**src/rtl/fade_pkg.sv**
```systemverilog
package fade_pkg;
  typedef enum logic {
    FADE_DOWN = 1'b0,
    FADE_UP   = 1'b1
  } fade_dir_e;

  typedef enum logic {
    FS_IDLE = 1'b0,
    FS_RUN  = 1'b1
  } fade_state_e;
endpackage

```
**src/rtl/fade_interval.sv**
```systemverilog
module fade_interval #(
  parameter int unsigned CW = 10
) (
  input  logic          clk,
  input  logic          rst_n,
  input  logic          clear,
  input  logic          enable,
  input  logic          tick,
  input  logic [CW-1:0] period_len,
  output logic          step_o
);
  logic [CW-1:0] pcnt;

  assign step_o = enable && tick && !clear && (pcnt == period_len - CW'(1));

  always_ff @(posedge clk or negedge rst_n) begin
    if (!rst_n) begin
      pcnt <= '0;
    end else if (clear) begin
      pcnt <= '0;
    end else if (enable && tick) begin
      pcnt <= step_o ? '0 : pcnt + CW'(1);
    end
  end

  // Period counter never reaches the captured interval
  assert_interval_bound_R4: assert property (@(posedge clk) disable iff (!rst_n)
    enable && !clear |-> pcnt < period_len);
endmodule

```
**src/rtl/fade_step_alu.sv**
```systemverilog
module fade_step_alu #(
  parameter int unsigned DW = 25,
  parameter int unsigned SW = 10
) (
  input  logic [DW-1:0]   cur,
  input  logic [SW-1:0]   scale,
  input  fade_pkg::fade_dir_e dir,
  output logic [DW-1:0]   nxt
);
  localparam logic [DW-1:0] DMAX = '1;
  logic [DW:0]   sum;
  logic [DW-1:0] scale_ext;

  always_comb begin
    scale_ext = DW'(scale);
    sum       = {1'b0, cur} + {1'b0, scale_ext};
    if (dir == fade_pkg::FADE_UP) begin
      nxt = sum[DW] ? DMAX : sum[DW-1:0];
    end else begin
      nxt = (cur < scale_ext) ? '0 : cur - scale_ext;
    end
  end
endmodule

```
**src/rtl/fade_seq.sv**
```systemverilog
module fade_seq #(
  parameter int unsigned NW = 10
) (
  input  logic          clk,
  input  logic          rst_n,
  input  logic          load,
  input  logic [NW-1:0] load_num,
  input  logic          step,
  output logic          busy,
  output logic          done_o
);
  fade_pkg::fade_state_e state;
  logic [NW-1:0]         remaining;

  assign busy = (state == fade_pkg::FS_RUN);

  always_ff @(posedge clk or negedge rst_n) begin
    if (!rst_n) begin
      state     <= fade_pkg::FS_IDLE;
      remaining <= '0;
      done_o    <= 1'b0;
    end else if (load) begin
      remaining <= load_num;
      state     <= (load_num != '0) ? fade_pkg::FS_RUN : fade_pkg::FS_IDLE;
      done_o    <= (load_num == '0);
    end else begin
      done_o <= 1'b0;
      if (busy && step) begin
        remaining <= remaining - NW'(1);
        if (remaining == NW'(1)) begin
          state  <= fade_pkg::FS_IDLE;
          done_o <= 1'b1;
        end
      end
    end
  end

  // A running ramp always has increments left
  assert_run_has_steps_R7: assert property (@(posedge clk) disable iff (!rst_n)
    busy |-> remaining != '0);
  // Completion is only flagged once the ramp has stopped
  assert_done_not_busy_R7: assert property (@(posedge clk) disable iff (!rst_n)
    done_o |-> !busy);
endmodule

```
**src/rtl/fade_engine.sv**
```systemverilog
module fade_engine #(
  parameter int unsigned DUTY_W  = 25,
  parameter int unsigned FIELD_W = 10
) (
  input  logic               clk,
  input  logic               rst_n,
  input  logic [DUTY_W-1:0]  cfg_duty,
  input  logic [FIELD_W-1:0] cfg_scale,
  input  logic [FIELD_W-1:0] cfg_cycle,
  input  logic [FIELD_W-1:0] cfg_num,
  input  logic               cfg_up,
  input  logic               start,
  input  logic               period_tick,
  output logic [DUTY_W-1:0]  duty_out,
  output logic               busy,
  output logic               fade_done
);
  import fade_pkg::*;

  logic [DUTY_W-1:0]  duty_q;
  logic [DUTY_W-1:0]  duty_nxt;
  logic [FIELD_W-1:0] scale_q;
  logic [FIELD_W-1:0] cycle_q;
  fade_dir_e          dir_q;
  logic               step;

  always_ff @(posedge clk or negedge rst_n) begin
    if (!rst_n) begin
      scale_q <= '0;
      cycle_q <= FIELD_W'(1);
      dir_q   <= FADE_DOWN;
    end else if (start) begin
      scale_q <= cfg_scale;
      cycle_q <= (cfg_cycle == '0) ? FIELD_W'(1) : cfg_cycle;
      dir_q   <= cfg_up ? FADE_UP : FADE_DOWN;
    end
  end

  fade_interval #(.CW(FIELD_W)) u_interval (
    .clk        (clk),
    .rst_n      (rst_n),
    .clear      (start),
    .enable     (busy),
    .tick       (period_tick),
    .period_len (cycle_q),
    .step_o     (step)
  );

  fade_step_alu #(.DW(DUTY_W), .SW(FIELD_W)) u_alu (
    .cur   (duty_q),
    .scale (scale_q),
    .dir   (dir_q),
    .nxt   (duty_nxt)
  );

  fade_seq #(.NW(FIELD_W)) u_seq (
    .clk      (clk),
    .rst_n    (rst_n),
    .load     (start),
    .load_num (cfg_num),
    .step     (step),
    .busy     (busy),
    .done_o   (fade_done)
  );

  always_ff @(posedge clk or negedge rst_n) begin
    if (!rst_n) begin
      duty_q <= '0;
    end else if (start) begin
      duty_q <= cfg_duty;
    end else if (step) begin
      duty_q <= duty_nxt;
    end
  end

  assign duty_out = duty_q;

  // Start loads the starting duty
  assert_start_loads_R2: assert property (@(posedge clk) disable iff (!rst_n)
    start |=> duty_out == $past(cfg_duty));
  // Idle without start keeps duty fixed whatever the configuration does
  assert_idle_hold_R3: assert property (@(posedge clk) disable iff (!rst_n)
    !busy && !start |=> $stable(duty_out));
  // Upward ramp never lowers duty, so no wrap at the top
  assert_up_monotonic_R5: assert property (@(posedge clk) disable iff (!rst_n)
    busy && !start && dir_q == FADE_UP |=> duty_out >= $past(duty_out));
  // Downward ramp never raises duty, so no wrap at zero
  assert_down_monotonic_R6: assert property (@(posedge clk) disable iff (!rst_n)
    busy && !start && dir_q == FADE_DOWN |=> duty_out <= $past(duty_out));
  // Duty moves only on a start or a period boundary
  assert_hold_no_tick_R10: assert property (@(posedge clk) disable iff (!rst_n)
    !start && !period_tick |=> $stable(duty_out));
endmodule

```
**config.mk**
```make
export PLATFORM = sky130hd
export DESIGN_NAME = fade_engine
export DESIGN_NICKNAME = d
export VERILOG_FILES = /design/src/rtl/fade_pkg.sv /design/src/rtl/fade_interval.sv /design/src/rtl/fade_step_alu.sv /design/src/rtl/fade_seq.sv /design/src/rtl/fade_engine.sv
export SDC_FILE = /design/constraint.sdc
export NUM_CORES = 1
export LEC_CHECK = 0
export ABC_CLOCK_PERIOD_IN_PS = 4720
export BUFFER_PORTS_ARGS = -buffer_cell sky130_fd_sc_hd__buf_2
export CAP_MARGIN = 20
export CORE_UTILIZATION = 40
export CTS_CLUSTER_DIAMETER = 50
export DETAILED_ROUTE_END_ITERATION = 12
export PLACE_DENSITY_LB_ADDON = 0.15
export SETUP_SLACK_MARGIN = 0.05
export SYNTH_ARGS = -nofsm -noshare
export SYNTH_HDL_FRONTEND = slang
export SYNTH_HIERARCHICAL = 1
export SYNTH_SLANG_ARGS = --single-unit
```
**constraint.sdc**
```tcl
create_clock -name clk -period 4.72 [get_ports clk]
set_input_delay 0.236 -clock clk [delete_from_list [all_inputs] [get_ports clk]]
set_output_delay 0.236 -clock clk [all_outputs]
set_load 0.02 [all_outputs]
```
**After elaboration in Yosys (flattened, before gate mapping)**

Cells that the tools add are included.

- Output and inout bits: 27
- Input bits: 60
- Register bits after elaboration: 68

- Magnitude comparators: 1
- Eq/ne operators: 2
- Reduce and logical (&&, ||, !) cells: 13
- Multiplexer cells: 19
- $add $sub $neg: 5

Operators with widths:

| operator | number |
|---|---|
| 2-to-1 mux 25 bit | 5 |
| 2-to-1 mux 10 bit | 6 |
| adder 25 x 10 -> 26 bit | 1 |
| less-than comparator 25 x 10 -> 1 bit | 1 |
| subtractor 25 x 10 -> 25 bit | 1 |
| logical NOT 10 bit | 2 |
| subtractor 10 x 1 -> 10 bit (second input constant) | 2 |
| adder 10 x 1 -> 10 bit (second input constant) | 1 |
| == test 10 x 1 -> 1 bit (second input constant) | 1 |
| == test 10 bit | 1 |
| nonzero test 10 bit | 1 |
| 2-to-1 mux 1 bit | 8 |
| nonzero test 2 bit | 4 |
| logical AND 1 bit | 4 |
| AND reduction 2 bit | 1 |
| logical NOT 1 bit | 1 |

**Logic depth before layout (Yosys ltp)**

Gate-level depths: netlist of run 1.

- Depth in word-level cells: 6
- Gate-level depth with buffers: 14
- Depth with buffers taken out: 13

**Modules after synthesis**

The synthesis of run 1 kept the hierarchy.

Modules (own cells, without submodules):

| module | instances | sequential area each (um^2) | area an instance (um^2) | cells each |
|---|---|---|---|---|
| fade_engine | 1 | 1,152.4 | 2,053.2 | 158 |
| fade_step_alu | 1 | 0.0 | 1,976.9 | 305 |
| fade_interval | 1 | 250.2 | 980.9 | 120 |
| fade_seq | 1 | 300.3 | 671.9 | 76 |

**Least setup slack after synthesis of run 1**

OpenSTA, ideal clock, no wires.

- Path kind: register -> register
- From: reg cycle_q[3]
- To: reg u_seq.remaining[7]
- Setup time: 0.083 ns
- Setup slack: 1.681 ns
- Stages on the path, launching flop included: 13
- Arrival: 2.957 ns
- Path buffers: 2
- Period minus slack after synthesis: 3.039 ns
- Required time: 4.637 ns
- Cell sequence: dfrtp_1 or4_4 or4_1 a211oi_1 nor3_1 buf_2 nor3_1 and3_1 and2_0 clkbuf_1 nand4_1 xor2_1 o21ai_0

- Longest elaborated chain between the ends: 5

RTL lines:

| item | RTL line | RTL |
|---|---|---|
| start, declared | fade_engine.sv:23 | `logic [FIELD_W-1:0] cycle_q;` |
| start signal, assigned | fade_engine.sv:34 | `cycle_q <= (cfg_cycle == '0) ? FIELD_W'(1) : cfg_cycle;` |
| subtractor 10 x 1 -> 10 bit | fade_interval.sv:14 | `assign step_o = enable && tick && !clear && (pcnt == period_len - CW'(1));` |
| == test 10 bit | fade_interval.sv:14 |  |
| logical AND 1 bit | fade_interval.sv:14 |  |
| net step | fade_engine.sv:25 | `logic step;` |
| logical AND 1 bit | fade_seq.sv:28 | `if (busy && step) begin` |
| nonzero test 2 bit (no line) | - |  |
| end signal, assigned | fade_seq.sv:23 | `remaining <= load_num;` |
| end signal, assigned | fade_seq.sv:29 | `remaining <= remaining - NW'(1);` |
| end, declared | fade_seq.sv:13 | `logic [NW-1:0] remaining;` |

The timed path passes the listed nets, and every way through them passes these cells.
A chain may end at the register's enable or synchronous reset.

**Final worst setup path of run 1**

- From: reg duty_q[0], in the netlist duty_out[0]
- To: reg duty_q[24], in the netlist duty_out[24]

- Longest elaborated chain between the ends: 5
- Elaborated cells between the ends (all ways): 8

RTL lines:

| item | RTL line | RTL |
|---|---|---|
| start, declared | fade_engine.sv:20 | `logic [DUTY_W-1:0] duty_q;` |
| start signal, assigned | fade_engine.sv:70 | `duty_q <= cfg_duty;` |
| start signal, assigned | fade_engine.sv:72 | `duty_q <= duty_nxt;` |
| subtractor 25 x 10 -> 25 bit (tied with other cells) | fade_step_alu.sv:20 | `nxt = (cur < scale_ext) ? '0 : cur - scale_ext;` |
| 2-to-1 mux 25 bit, on equally long branches | fade_step_alu.sv:20, fade_step_alu.sv:18 |  |
| 2-to-1 mux 25 bit * | fade_step_alu.sv:17 | `if (dir == fade_pkg::FADE_UP) begin` |
| net duty_nxt[24] | fade_engine.sv:21 | `logic [DUTY_W-1:0] duty_nxt;` |
| 2-to-1 mux 25 bit * | fade_engine.sv:71 | `end else if (step) begin` |
| 2-to-1 mux 25 bit * | fade_engine.sv:69 | `end else if (start) begin` |

Mark *: on every way through the listed nets, which the timed path passes. The rest lies on a longest branch. The select of a mux whose other input is x is not followed.

==> qor.yml, run 1 <==
clock_network:
  clock_sinks: 68
  ctsRootBufferMaster: "clkbuf_16"
  clock_path_buffers: 2
  postCtsHoldBufs: 0
  path_clk_slew_ns: 0.06
  cts_buffers: 9
  cts_resized: 0
  insertion_delay_ns: 0.35
  cts_setup_buffers: 0
  cts.htree.levels: 3
  cts_tree: "built"
setup_path:
  r2r_end: "duty_out[24]$_DFFE_PN0P_"
  critPathRequiredTime_ns: 5.00
  end_kind: "flip-flop"
  path_max_fanout: 7
  crit_end: "duty_out[24]$_DFFE_PN0P_"
  r2r_cells: 13
  reg2reg_slack_ns: 1.37
  r2r-start: "duty_out[0]$_DFFE_PN0P_"
  criticalPathCategory: "flip-flop to flip-flop"
  startpoint: "duty_out[0]$_DFFE_PN0P_"
  cp_data_arrival_time_ns: 3.62
  start_kind: "flip-flop"
synthesis:
  synth_most_common_cell: "nand2_1"
  yosys.cell_types.count: 78
  syn_inst: 659
  synth-seq-cells: 68
  netlist_area_um2: 5683
  synth_top_area_share_pct: 29.50
  netlist_top_cells_count: "nand2_1 (70), dfrtp_1 (67), nor2_1 (43)"
  async_flop_share_pct: 100.0
  synth_nets: 745
  synth_largest_area_cell: "dfrtp_1"
  ys_top_cells_by_area: "dfrtp_1 (30%), ha_1 (5.3%), mux2i_1 (5.3%)"
  synth-edff-count: 0
  yosysSeqAreaShare_pct: 29.96
  yosys_warnings: 6
  synth_ff_type: "dfrtp_1"
  syn_avg_cell_area_um2: 8.624
sta:
  fin_crit_sh_pct: 70.92
  worst_slack_ns: 1.373
  finClkSkew_ns: 0.006142
  rsz0062_at_grt: "no"
  hold_slack_ns: 0.09265
  relSlewSlack_pct: 33.58
  hold_violations: 0
  period_minus_slack_ns: 3.347
  max_freq_mhz: 298.8
  setup_violations: 0
  finalMaxSlewViolations: 0
  worst_pin_slew_ns: 0.9897
  setup_tns_ns: 0
grt:
  grt_pass1_vias: 5117
  grt_overflow: 0
  grt_usage_pct: 21.63
  antenna_found_initial: 0
  grt_pass1_wl_mm: 25.06
  grt_max_degree: 101
floorplan:
  design.core.area_um2: 13880
  dieWidth_um: 121.2
  rows: 43
  die_h_um: 121.2
  num_io_pins: 87
  die_area_um2: 14690
  initial_core_util_pct: 40.94
layout:
  area_delta_synth_final_pct: 14.62
  antenna_cells: 0
  fin_util_pct: 46.93
  fill_cells: 1398
  drive_above_1_share_pct: 20.60
  layout.nets: 814
power:
  pwr-share-clk_pct: 36.8
  switching_power_mw: 0.6704
  vdd_drop_max_mv: 0.1720
  total_power_mw: 2.019
  intPower_mw: 1.348
  seqPwrFrac_pct: 34.9
  powerDensity_nw_per_um2: 309.9
  p_leak_nw: 2.771
  comb_power_share_pct: 28.3
  switching_share_pct: 33.21
job:
  cap_violations: 0
route:
  vias_per_cell: 5.719
  postRouteAntennaNets: 0
  routed_wl_mm: 15.16
  drt-initial-drc-count: 312
  route.detailed.drc: 0
  wire_per_inst_um: 16.61
  vias: 5221
  drt_first_pass_iters: 5
placement:
  place.gp.congestion: 0.8801
  place_ws_ns: 1.381
  port_buffers: 86
  post-dp-hpwl_mm: 10.60
outcome:
  outcome: "finished clean"
worst_hold_path:
  hold_path_class: "primary input to async pin"
worst max-delay path: stages (launching register included):
cell and delay, ns:
dfrtp_1 0.40, inv_1 0.06, ha_1 0.17, inv_1 0.06, fa_1 0.44, a211oi_1 0.37, o21ai_1 0.17, a31oi_1 0.45
nand2_1 0.31, nor4_1 0.30, a221oi_1 0.14, a31oi_1 0.18, mux2i_1 0.10, o21ai_1 0.12
worst min path at each step:
stage / startpoint / endpoint / slack, ns
6_report: rst_n / duty_out[16]$_DFFE_PN0P_ / 0.09
5_1_grt: cfg_duty[15] / duty_out[15]$_DFFE_PN0P_ / 0.11
4_1_cts: cfg_duty[14] / duty_out[14]$_DFFE_PN0P_ / 0.1
3_5_place_dp: cfg_duty[8] / duty_out[8]$_DFFE_PN0P_ / 0.45
3_3_place_gp: cfg_duty[9] / duty_out[9]$_DFFE_PN0P_ / 0.45
2_1_floorplan: rst_n / cycle_q[1]$_DFFE_PN0P_ / -0.06
metrics by stage:
stage,area [um2],cells
floorplan,5683,659
global placement,6167,896
detailed placement,6167,896
CTS,6486,912
global route,6514,913
finish,6514,913
sequential cells by signal, summed over array words and instances (netlist names):
name	count
dir_q	1
u_seq/done_o	1
u_seq/busy	1
scale_q	10
cycle_q	10
u_interval/pcnt	10
u_seq/remaining	10
duty_out	25
layout by cell type, fill, tap and decap left out, types with 8 or more instances in the layout:
cell,n
buf_2,85
nand2_1,70
dfrtp_1,67
nor2_1,43
o21ai_1,37
inv_1,31
mux2i_1,30
o21ai_0,29
nand3_1,25
ha_1,24
a21oi_1,23
xnor2_1,23
nor3_1,22
mux2_4,18
nor4_1,12
xor2_1,12
nand2b_1,10
clkbuf_16,9
nand4_1,9
and3_1,9
a31oi_1,8
buf_4,8
o211ai_1,8
power by group through the flow:
stage | Sequential [mW] | Clock (mW) | Combinational [mW]
4_1_cts | 0.705 | 0.765 | 0.568
3_3_place_gp | 0.712 | 0 | 0.556
5_1_grt | 0.715 | 0.786 | 0.635
6_report | 0.704 | 0.743 | 0.572
2_1_floorplan | 0.714 | 0 | 0.399
3_5_place_dp | 0.715 | 0 | 0.564
cells by family after synthesis:
family	after synthesis	synth area share, %
and+or+nand+nor	236	21.16
AOI/OAI and AO/OA	175	20.76
buffers and inverters	68	6.098
DFF	68	29.96
muxes	51	10.63
xor gates and xnor gates	35	5.394
adders and majority gates	26	5.989
routing by layer:
metal	part of all wire [%]	wire [um]	up-vias	track usage (%)
met2	50	7517	155	37.14
met1	44	6681	2509	26.76
li1	-	-	2541	-
met4	1.1	172	0	6.250
met5	0	0	-	0
met3	5.2	790	16	5.169
area by class of cell:
cell class | count | area, um2 | share of cell area [%]
flip-flops and latches | 68 | 1703 | 26.14
clock buffers | 12 | 246.5 | 3.784
inverters | 32 | 120.1 | 1.844
clock inverters | 4 | 72.57 | 1.114
well taps | 180 | 225.2 | 3.458
multi-input cells | 523 | 3633 | 55.78
repair buffers | 94 | 513.0 | 7.876
Note: power is estimated with default switching activity, not from simulation.
==> run 2: changes to the inputs <==
--- a/config.mk
+++ b/config.mk
@@ -5,7 +5,7 @@
 export SDC_FILE = /design/constraint.sdc
 export NUM_CORES = 1
 export LEC_CHECK = 0
-export ABC_CLOCK_PERIOD_IN_PS = 4720
+export ABC_CLOCK_PERIOD_IN_PS = 3100
 export BUFFER_PORTS_ARGS = -buffer_cell sky130_fd_sc_hd__buf_2
 export CAP_MARGIN = 20
 export CORE_UTILIZATION = 40
==> constraint.sdc (replaced) <==
create_clock -name clk -period 3.1 [get_ports clk]
set_input_delay 0.155 -clock clk [delete_from_list [all_inputs] [get_ports clk]]
set_output_delay 0.155 -clock clk [all_outputs]
set_load 0.02 [all_outputs]
==> qor.yml, run 2 (synthesis gave the netlist of run 1 again) <==
outcome:
  outcome: "finished clean"
placement:
  placed_cell_area_um2: 6427
  port_buffers: 86
  place.gp.congestion: 0.8897
  dpl.cell_count: 929
  post-dp-hpwl_mm: 11.29
  place_ws_ns: -0.03304
route:
  drt_first_pass_iters: 5
  postRouteAntennaNets: 0
  routed_wl_mm: 15.84
  route.detailed.drc: 0
  drt-initial-drc-count: 300
  vias: 5463
  wire_per_inst_um: 16.53
  vias_per_cell: 5.703
grt:
  grt_pass1_wl_mm: 25.74
  grt_util_met2_pct: 36.68
  grt_max_degree: 101
  grt_usage_pct: 22.02
  grt_overflow: 0
  antenna_found_initial: 0
  grt-busiest-layer: "met2"
  grtUsageMet3_pct: 3.383
  use_met1_pct: 28.94
  grt_pass1_vias: 5246
sta:
  setup_violations: 0
  finalMaxSlewViolations: 0
  hold_violations: 0
  period_minus_slack_ns: 2.982
  setup_tns_ns: 0
  fin_crit_sh_pct: 96.18
  hold_slack_ns: 0.02013
  finClkSkew_ns: 0.006872
  max_freq_mhz: 335.4
  worst_slack_ns: 0.1184
  rsz0062_at_grt: "yes"
  relSlewSlack_pct: 48.03
  worst_pin_slew_ns: 0.7796
setup_path:
  path_cells: "buf_4 -> inv_2 -> ha_4 -> inv_2 -> fa_2 -> a211oi_4 -> o21ai_2 -> a31oi_1 -> buf_4 -> buf_4 -> nand4_1 -> and3_1 -> or3_1 -> mux2i_1 -> o21ai_1"
  worst_path_most_repeated_cell: "buf_4"
  cp_data_arrival_time_ns: 3.19
  end_kind: "flip-flop"
  cpMaxStageDelayCell: "fa_2"
  start_kind: "flip-flop"
  reg2reg_slack_ns: 0.12
  startpoint: "duty_out[0]$_DFFE_PN0P_"
  r2r-start: "duty_out[0]$_DFFE_PN0P_"
  critPathRequiredTime_ns: 3.31
  path_max_fanout: 4
  max_stage_delay_ns: 0.41
  criticalPathCategory: "flip-flop to flip-flop"
clock_network:
  path_clk_slew_ns: 0.06
  clock_sinks: 68
  insertion_delay_ns: 0.34
  clock_path_buffers: 2
  cts_buffers: 9
  cts.htree.levels: 3
  cts_tree: "built"
  ctsRootBufferMaster: "clkbuf_16"
layout:
  drive_above_1_share_pct: 29.43
  fin_area_um2: 7131
  largest_register_ffs: 25
  layout.nets: 859
  regMostFlops: "duty_out"
  layout_commonest_cell: "buf_2"
  layout_common_cells: "buf_2 (85), nand2_1 (68), dfrtp_1 (65)"
  antenna_cells: 0
  fin_util_pct: 51.37
  area_delta_synth_final_pct: 25.47
  stdcell_count: 958
job:
  cap_violations: 0
power:
  powerDensity_nw_per_um2: 486.8
  p_leak_nw: 3.051
  vdd_drop_max_mv: 0.2832
  total_power_mw: 3.471
worst_hold_path:
  hold_path_class: "primary input to flip-flop"
  hp-start: "cfg_duty[11]"
floorplan:
  dieWidth_um: 121.2
  rows: 43
  design.core.area_um2: 13880
  die_area_um2: 14690
  num_io_pins: 87
  die_h_um: 121.2
  initial_core_util_pct: 40.94
[run 2: report_power, final]
part           internal (mW)  switching, mW  leakage [nW]
clock network          0.972          0.409         0.193
logic                  0.464          0.571          2.03
registers              0.960         0.0943         0.832
total                   2.40           1.07          3.05
[run 2: repair_timing]
action,4_1_cts,5_1_grt
endpoints found under the hold margin,30,0
pin swaps,0,13
gates resized for setup,6,39
hold buffers,1,0
endpoints found under the setup margin,29,34
buffers inserted,0,11
[run 2: final timing paths]
path	end	depth (start not counted)
setup / recovery	duty_out[16]$_DFFE_PN0P_	15
hold / removal	duty_out[11]$_DFFE_PN0P_	3
setup reg to reg	duty_out[16]$_DFFE_PN0P_	15
hold reg to reg	scale_q[6]$_DFFE_PN0P_	1
max in group asynchronous	scale_q[0]$_DFFE_PN0P_	3
min in group asynchronous	duty_out[16]$_DFFE_PN0P_	2
[run 2: layout make-up]
type / count / area, um2
Tap cell: 180 / 225.2
Fill cell: 1328 / 6750
Clock buffer: 10 / 239.0
Clock inverter: 6 / 158.9
Multi-Input combinational cell: 523 / 3800
Timing Repair Buffer: 139 / 882.1
Sequential cell: 68 / 1705
Inverter: 32 / 120.1
[run 2: per-layer routing]
layer  share of wire (%)  wire (um)
met1                  45       7052
met2                  49       7680
met3                 5.0        796
met4                 1.9        307
met5                   0          0
[run 2: worst max-delay path, delay by kind of cell (launching register included)]
| kind | cells | cell delay (ns) |
|---|---|---|
| AOI/OAI and AO/OA | 4 | 0.65 |
| and+or+nand+nor | 3 | 0.61 |
| adders and majority gates | 2 | 0.55 |
| buffers and inverters | 5 | 0.52 |
| DFF | 1 | 0.39 |
| muxes | 1 | 0.13 |
